`src/rtl/probe_ctl_pkg.sv`:
```
// Shared bit positions, masks and types for the probe control register.
// Bit positions are fixed because probe software decodes them.
package probe_ctl_pkg;

    localparam int DATA_W = 32;

    // Control bits
    localparam int B_SRST      = 0;
    localparam int B_TRST      = 1;
    localparam int B_PWR_OFF   = 3;
    localparam int B_LED0      = 4;
    localparam int B_LED1      = 5;
    localparam int B_RCLK      = 8;

    // Event flags
    localparam int B_SRST_SEEN = 6;
    localparam int B_DROP_SEEN = 7;
    localparam int B_RCLK_ERR  = 10;

    // Number of sensed input lines; their flags occupy consecutive bits
    localparam int N_SENSE     = 2;

    // Implemented plain control bits: 0,1,3,4,5,8
    localparam logic [DATA_W-1:0] CTL_MASK  = 32'h0000_013B;
    // Reset value: power switch off, everything else low
    localparam logic [DATA_W-1:0] CTL_RESET = 32'h0000_0008;

    // One decoded bus write
    typedef struct packed {
        logic              set_wr;
        logic              clr_wr;
        logic [DATA_W-1:0] data;
    } wr_req_t;

endpackage

```
`src/rtl/probe_bus_decode.sv`:
```
// Address decode for the control register.
// Turns a bus access into a set-write, a clear-write, or a read hit.
// Assumes one access per cycle, with bus_sel qualifying bus_wr and bus_addr.
module probe_bus_decode
    import probe_ctl_pkg::*;
#(
    parameter int ADDR_W  = 8,
    parameter int SET_OFS = 'h10,
    parameter int CLR_OFS = 'h14
) (
    input  logic              bus_sel,
    input  logic              bus_wr,
    input  logic [ADDR_W-1:0] bus_addr,
    input  logic [DATA_W-1:0] bus_wdata,
    output wr_req_t           req,
    output logic              rd_hit
);

    localparam logic [ADDR_W-1:0] SET_A = ADDR_W'(SET_OFS);
    localparam logic [ADDR_W-1:0] CLR_A = ADDR_W'(CLR_OFS);

    logic at_set;
    logic at_clr;

    // Compare the address against both register offsets
    always_comb begin
        at_set = (bus_addr == SET_A);
        at_clr = (bus_addr == CLR_A);
    end

    // Qualify the offset hits with the strobe and the direction
    always_comb begin
        req.set_wr = bus_sel && bus_wr && at_set;
        req.clr_wr = bus_sel && bus_wr && at_clr;
        req.data   = bus_wdata;
        rd_hit     = bus_sel && !bus_wr && (at_set || at_clr);
    end

endmodule

```
`src/rtl/probe_sync.sv`:
```
// Multi-stage flop synchronizer for asynchronous level inputs.
// Assumes the inputs are slow levels: a pulse shorter than a clock may be lost.
module probe_sync #(
    parameter int WIDTH  = 2,
    parameter int STAGES = 2
) (
    input  logic             clk,
    input  logic             rst_n,
    input  logic [WIDTH-1:0] din,
    output logic [WIDTH-1:0] dout
);

    logic [STAGES-1:0][WIDTH-1:0] stg;

    // First stage samples the raw input
    always_ff @(posedge clk) begin
        if (!rst_n) stg[0] <= '0;
        else        stg[0] <= din;
    end

    // Remaining stages form a shift chain
    for (genvar s = 1; s < STAGES; s++) begin : g_stage
        always_ff @(posedge clk) begin
            if (!rst_n) stg[s] <= '0;
            else        stg[s] <= stg[s-1];
        end
    end

    assign dout = stg[STAGES-1];

endmodule

```
`src/rtl/probe_ctrl_bits.sv`:
```
// Holds the plain control bits under the set/clear write scheme.
// Only bits in CTL_MASK are stored. The other bits stay 0.
// Assumes set and clear writes never occur in the same cycle (different offsets).
module probe_ctrl_bits
    import probe_ctl_pkg::*;
(
    input  logic              clk,
    input  logic              rst_n,
    input  wr_req_t           req,
    output logic [DATA_W-1:0] ctl
);

    logic [DATA_W-1:0] set_m;
    logic [DATA_W-1:0] clr_m;

    // Restrict both write masks to the implemented bits
    always_comb begin
        set_m = req.set_wr ? (req.data & CTL_MASK) : '0;
        clr_m = req.clr_wr ? (req.data & CTL_MASK) : '0;
    end

    // Apply the set mask, then the clear mask
    always_ff @(posedge clk) begin
        if (!rst_n) ctl <= CTL_RESET;
        else        ctl <= (ctl | set_m) & ~clr_m;
    end

endmodule

```
`src/rtl/probe_event_flags.sv`:
```
// Sticky event flags: one per synchronized sense line, plus the clock timeout.
// A sense flag ORs in its line each cycle. Re-arm reloads it with the live level.
// The timeout flag is set by a pulse and cleared by a write; a pulse wins a tie.
module probe_event_flags
    import probe_ctl_pkg::*;
(
    input  logic               clk,
    input  logic               rst_n,
    input  logic [N_SENSE-1:0] sense_lvl,
    input  logic [N_SENSE-1:0] rearm,
    input  logic               tmo_pulse,
    input  logic               tmo_clr,
    output logic [N_SENSE-1:0] sense_flag,
    output logic               tmo_flag
);

    for (genvar i = 0; i < N_SENSE; i++) begin : g_sense
        // Capture the line and hold it; re-arm samples the present level
        always_ff @(posedge clk) begin
            if (!rst_n)        sense_flag[i] <= 1'b0;
            else if (rearm[i]) sense_flag[i] <= sense_lvl[i];
            else               sense_flag[i] <= sense_flag[i] | sense_lvl[i];
        end
    end

    // Timeout error: the incoming pulse takes priority over the clear
    always_ff @(posedge clk) begin
        if (!rst_n)         tmo_flag <= 1'b0;
        else if (tmo_pulse) tmo_flag <= 1'b1;
        else if (tmo_clr)   tmo_flag <= 1'b0;
    end

endmodule

```
`src/rtl/probe_ctl_regs.sv`:
```
// Top of the debug probe control and sense register.
// Merges the control bits and the event flags into one word, read at either offset.
// Assumes srst_sense and pwr_drop are asynchronous levels.
// Assumes rclk_timeout is a single-cycle pulse in the clk domain.
module probe_ctl_regs
    import probe_ctl_pkg::*;
#(
    parameter int ADDR_W      = 8,
    parameter int SET_OFS     = 'h10,
    parameter int CLR_OFS     = 'h14,
    parameter int SYNC_STAGES = 2
) (
    input  logic              clk,
    input  logic              rst_n,
    input  logic              bus_sel,
    input  logic              bus_wr,
    input  logic [ADDR_W-1:0] bus_addr,
    input  logic [DATA_W-1:0] bus_wdata,
    output logic [DATA_W-1:0] bus_rdata,
    input  logic              srst_sense,
    input  logic              pwr_drop,
    input  logic              rclk_timeout,
    output logic              srst_out,
    output logic              trst_out,
    output logic              pwr_en,
    output logic [1:0]        led,
    output logic              rclk_mode
);

    wr_req_t             req;
    logic                rd_hit;
    logic [DATA_W-1:0]   ctl;
    logic [N_SENSE-1:0]  sense_raw;
    logic [N_SENSE-1:0]  sense_sync;
    logic [N_SENSE-1:0]  sense_flag;
    logic [N_SENSE-1:0]  rearm;
    logic                tmo_flag;
    logic                tmo_clr;
    logic [DATA_W-1:0]   reg_word;

    probe_bus_decode #(
        .ADDR_W  (ADDR_W),
        .SET_OFS (SET_OFS),
        .CLR_OFS (CLR_OFS)
    ) u_dec (
        .bus_sel   (bus_sel),
        .bus_wr    (bus_wr),
        .bus_addr  (bus_addr),
        .bus_wdata (bus_wdata),
        .req       (req),
        .rd_hit    (rd_hit)
    );

    probe_ctrl_bits u_ctl (
        .clk   (clk),
        .rst_n (rst_n),
        .req   (req),
        .ctl   (ctl)
    );

    // Gather the sensed lines in flag-bit order
    always_comb begin
        sense_raw[0] = srst_sense;
        sense_raw[1] = pwr_drop;
    end

    probe_sync #(
        .WIDTH  (N_SENSE),
        .STAGES (SYNC_STAGES)
    ) u_sync (
        .clk   (clk),
        .rst_n (rst_n),
        .din   (sense_raw),
        .dout  (sense_sync)
    );

    // Re-arm only through the set offset; the timeout clears only through the clear offset
    always_comb begin
        rearm   = req.set_wr ? req.data[B_SRST_SEEN +: N_SENSE] : '0;
        tmo_clr = req.clr_wr && req.data[B_RCLK_ERR];
    end

    probe_event_flags u_flags (
        .clk        (clk),
        .rst_n      (rst_n),
        .sense_lvl  (sense_sync),
        .rearm      (rearm),
        .tmo_pulse  (rclk_timeout),
        .tmo_clr    (tmo_clr),
        .sense_flag (sense_flag),
        .tmo_flag   (tmo_flag)
    );

    // Assemble the live register word
    always_comb begin
        reg_word                          = ctl;
        reg_word[B_SRST_SEEN +: N_SENSE]  = sense_flag;
        reg_word[B_RCLK_ERR]              = tmo_flag;
    end

    // Return the word only for a read hit
    always_comb begin
        bus_rdata = rd_hit ? reg_word : '0;
    end

    // Drive the target-facing pins from the control bits
    always_comb begin
        srst_out  = ctl[B_SRST];
        trst_out  = ctl[B_TRST];
        pwr_en    = !ctl[B_PWR_OFF];
        led[0]    = ctl[B_LED0];
        led[1]    = ctl[B_LED1];
        rclk_mode = ctl[B_RCLK];
    end

endmodule

```
`config.mk`:
```
export PLATFORM = sky130hd
export DESIGN_NAME = probe_ctl_regs
export DESIGN_NICKNAME = d
export VERILOG_FILES = /design/src/rtl/probe_ctl_pkg.sv /design/src/rtl/probe_bus_decode.sv /design/src/rtl/probe_sync.sv /design/src/rtl/probe_ctrl_bits.sv /design/src/rtl/probe_event_flags.sv /design/src/rtl/probe_ctl_regs.sv
export SDC_FILE = /design/constraint.sdc
export NUM_CORES = 1
export LEC_CHECK = 0
export BUFFER_PORTS_ARGS = -buffer_cell sky130_fd_sc_hd__buf_2
export CAP_MARGIN = 20
export CORE_MARGIN = 5
export CORE_UTILIZATION = 44
export DETAILED_ROUTE_END_ITERATION = 16
export PLACE_DENSITY = 0.85
export SLEW_MARGIN = 20
export SYNTH_ARGS = -nofsm -noshare
export SYNTH_HDL_FRONTEND = slang
export SYNTH_HIERARCHICAL = 1
export SYNTH_SLANG_ARGS = --single-unit
```
`constraint.sdc`:
```
create_clock -name clk -period 5.4 [get_ports clk]
set_input_delay 0.54 -clock clk [delete_from_list [all_inputs] [get_ports clk]]
set_output_delay 0.54 -clock clk [all_outputs]
set_load 0.01 [all_outputs]
```
Word-level counts from Yosys, hierarchy flattened. Index checks and enable logic that the tools add are counted.

Register bits: 39. Memory bits (writable): 0. Memories kept: 0. Bits of input ports: 47. ROM bits: 0. Latch bits: 0.

$add $sub $neg: 0. Bitwise logic cells: 5. Shifts and indexed selects: 0. Multipliers: 0. Multiplexer cells: 8. $lt $le $gt $ge: 0. Reductions and logical operators: 10. Equal/unequal tests: 2. Div/mod/pow operators: 0.

Operator list (count): $and 32x32->32 (1); $mux 32 (1); $not 32->32 (1); $or 32x32->32 (1); $mux 9 (2); $eq 8x5->1 const B (2); $logic_and 1x1->1 (6); $mux 1 (4); $logic_not 1->1 (2); $mux 2 (1); $or 1x1->1 (2); $reduce_bool 2->1 (1); $logic_or 1x1->1 (1).

Logic depth before layout (Yosys ltp).
Word-level depth: 5. Gate-level depth with buffers: 5. Depth with buffers taken out: 5.

Cells and area by module. The synthesis kept the hierarchy.

By module, submodules not included: probe_ctrl_bits (sequential area each 120.1 um^2, instances 1, cells each 47, area an instance 401.6 um^2); probe_bus_decode (sequential area each 0.0 um^2, instances 1, cells each 38, area an instance 287.8 um^2); probe_ctl_regs (sequential area each 0.0 um^2, instances 1, cells each 39, area an instance 277.8 um^2); probe_event_flags (sequential area each 60.1 um^2, instances 1, cells each 9, area an instance 123.9 um^2); probe_sync (sequential area each 80.1 um^2, instances 1, cells each 10, area an instance 120.1 um^2).

Least setup slack after synthesis. No wires, ideal clock.

Path type: input to output. Start: input bus_addr[7]. End: output bus_rdata[0]. Slack: 3.041 ns. Data arrival time: 1.819 ns. Cell stages on the path: 4. Buffers on the path: 1. Cells stage by stage: or4_1 -> nor3_1 -> clkbuf_2 -> and2_2.

Longest elaborated chain between the ends: 4. Elaborated cells between the ends (all ways): 5.

RTL lines: start: declaration (RTL line probe_ctl_regs.sv:17) `input logic [ADDR_W-1:0] bus_addr,`; $eq 8x5->1 (on tied branches) (RTL line probe_bus_decode.sv:27, probe_bus_decode.sv:28); $logic_or 1x1->1 (*) (RTL line probe_bus_decode.sv:36) `rd_hit = bus_sel && !bus_wr && (at_set || at_clr);`; $logic_and 1x1->1 (*) (RTL line probe_bus_decode.sv:36); named net rd_hit (RTL line probe_ctl_regs.sv:31) `logic rd_hit;`; $mux 32 (*) (RTL line probe_ctl_regs.sv:103) `bus_rdata = rd_hit ? reg_word : '0;`; end: declaration (RTL line probe_ctl_regs.sv:19) `output logic [DATA_W-1:0] bus_rdata,`.

Mark *: on every way through the listed nets, which the timed path passes. The rest lies on a longest branch.

Worst setup path in the final report.
Start: input bus_addr[7]. End: output bus_rdata[6].

The elaborated chain is that of the path after synthesis.

==> results.yml <==
pwr:
  power_frac_comb_pct: 9.9
  vdd_drop_max_v: 0.000114
  p_clk_share_pct: 32.9
  internal_power_w: 0.000137
  leakagePower_nw: 0.580
  switching_share_pct: 21.2
  power_switching_w: 0.0000369
  powerDensity_nw_per_um2: 159
  p_seq_share_pct: 57.2
global_route:
  grt_pass1_wl_um: 3010
  overflow: 0
  grt_max_degree: 20
  antenna_found_initial: 0
  first_global_vias: 720
  track_usage_pct: 11.3
worst_setup_path:
  path_max_fanout: 19
  path_class: "in -> out"
  critPathCaptureType: "primary output"
  crit_chain: "buf_2, or4_1, nor3_2, buf_6, and2_2, buf_2"
  cp_data_required_time_ns: 4.86
  cp_top_family: "simple AND/OR/NAND/NOR gates"
  cp-start-kind: "input port"
  critPathMaxStageDelay_ns: 0.62
  cp.buffers_inverters: 3
  slowest_stage: "nor3_2"
  arrival_ns: 2.34
  cpMostUsedCell: "buf_2"
clock_tree:
  cts_setup_buffers: 0
  cts_resized: 0
  cts_root_buffer: "clkbuf_4"
  clk_pin_slew_worst_paths_ns: 0.08
  cts_tree: "built"
  clk_latency_ns: 0.26
  clockBufferDepth: 2
  ctsHoldBuffers: 0
  clock-sinks: 13
  htreeDepth: 1
  cts_made_buffers: 3
sta:
  maxSlewHeadroom_pct: 51.2
  fmax_mhz: 347
  rsz0062_at_grt: "false"
  slew_violations: 0
  post-route-period-util_pct: 53.4
  setup_viol: 0
  finalCriticalPeriod_ns: 2.88
  finalHoldViolCount: 0
  skew_ns: 0.000166
  worst_pin_slew_ns: 0.726
  tns_ns: 0
yosys:
  synth_area_per_cell_um2: 8.68
  synth_area_um2: 1020
  postSynthCellCount: 117
  ys.warnings.count: 6
min_path:
  min_path_type: "reg -> reg"
route:
  via_count: 718
  post_drt_wl_per_cell_um: 10.6
  via_per_inst: 4.15
  wirelength_um: 1840
  drc: 0
  ant_nets: 0
  drt-initial-drc-count: 10
  drtPass1Iterations: 4
status:
  status: "finished clean"
die:
  coreArea_um2: 2210
  start_util_pct: 45.9
  core.rowCount: 17
  die_y_um: 58.1
  die_w_um: 58.1
  ios: 85
  dieArea_um2: 3370
layout:
  drive_above_1_share_pct: 54.5
  layout.nets: 193
  fin_area_um2: 1100
  area_growth_pct: 7.88
  n_antenna_cell: 0
flow_run:
  maxCapViolations: 0
placement:
  place_hpwl_um: 1570
  place_area_um2: 1070
  gp_congestion: 0.677
  numPortBuffers: 38
==> cell usage in the layout (no fill, tap or decap) <==
cell       instances
conb_1            23
and2_1             8
and2_2            32
nand2_1            1
o21ai_1            1
nor3_1             1
nor4b_2            1
nor2b_4            3
clkbuf_4           3
clkbuf_1           1
or4_1              1
buf_2             38
nand4bb_1          1
nor3_2             1
dfxtp_1           13
o21a_1             3
a21oi_1            6
buf_6              1
inv_1              2
a211oi_1           5
==> path summary, 6_finish.rpt <==
path,start,endpoint,slack (ns),cells past startpoint
max,bus_addr[7],bus_rdata[6],2.52,6
min,u_sync/dout[1]$_SDFF_PN0_,u_flags/sense_flag[1]$_SDFF_PN0_,0.45,1
max reg2reg,u_ctl/ctl[1]$_SDFF_PN0_,u_ctl/ctl[1]$_SDFF_PN0_,4.71,2
min reg2reg,u_sync/dout[1]$_SDFF_PN0_,u_flags/sense_flag[1]$_SDFF_PN0_,0.45,1
==> cell type report <==
cell class,instances,area (um2)
Clock buffer,4,26.3
Fill cell,236,1120
Inverter,2,7.51
Multi-Input combinational cell,87,566
Sequential cell,13,260
Tap cell,28,35.0
Timing Repair Buffer,39,201
==> power groups by stage <==
stage,combinational (W),sequential (W),clock (W)
2_1_floorplan,0.0000246,0.000101,0
3_3_place_gp,0.0000161,0.000101,0
3_5_place_dp,0.0000170,0.000102,0
4_1_cts,0.0000171,0.0000995,0.0000598
5_1_grt,0.0000199,0.0000997,0.0000643
6_report,0.0000172,0.0000994,0.0000572
==> flip-flops by register name, summed over array words and instances, names as in the netlist <==
signal              flops
u_flags/sense_flag      2
u_ctl/ctl               6
u_flags/tmo_flag        1
u_sync/stg              2
u_sync/dout             2
==> per-layer routing <==
layer	global-route usage, %	routed length [um]
met1	12.3	748
met2	19.7	879
met3	3.12	201
met4	6.29	12
met5	0	0
==> through the flow <==
stage	power, W	util (%)	setup slack (ns)	hold WS [ns]	std cells
3_5_place_dp	0.000119	48.4	2.47	0.435	169
2_1_floorplan	0.000126	-	3.04	0.412	139
6_report	0.000174	49.5	2.52	0.453	173
4_1_cts	0.000176	49.5	2.47	0.452	173
5_1_grt	0.000184	49.5	2.27	0.459	173
3_3_place_gp	0.000118	47.9	2.25	0.413	168
==> worst reg2reg max path, cell delays in order, from the launching register on <==
cell      delay, ns
dfxtp_1        0.35
a21oi_1        0.05
a211oi_1       0.20
No activity file was read; power rests on OpenSTA's default activity.
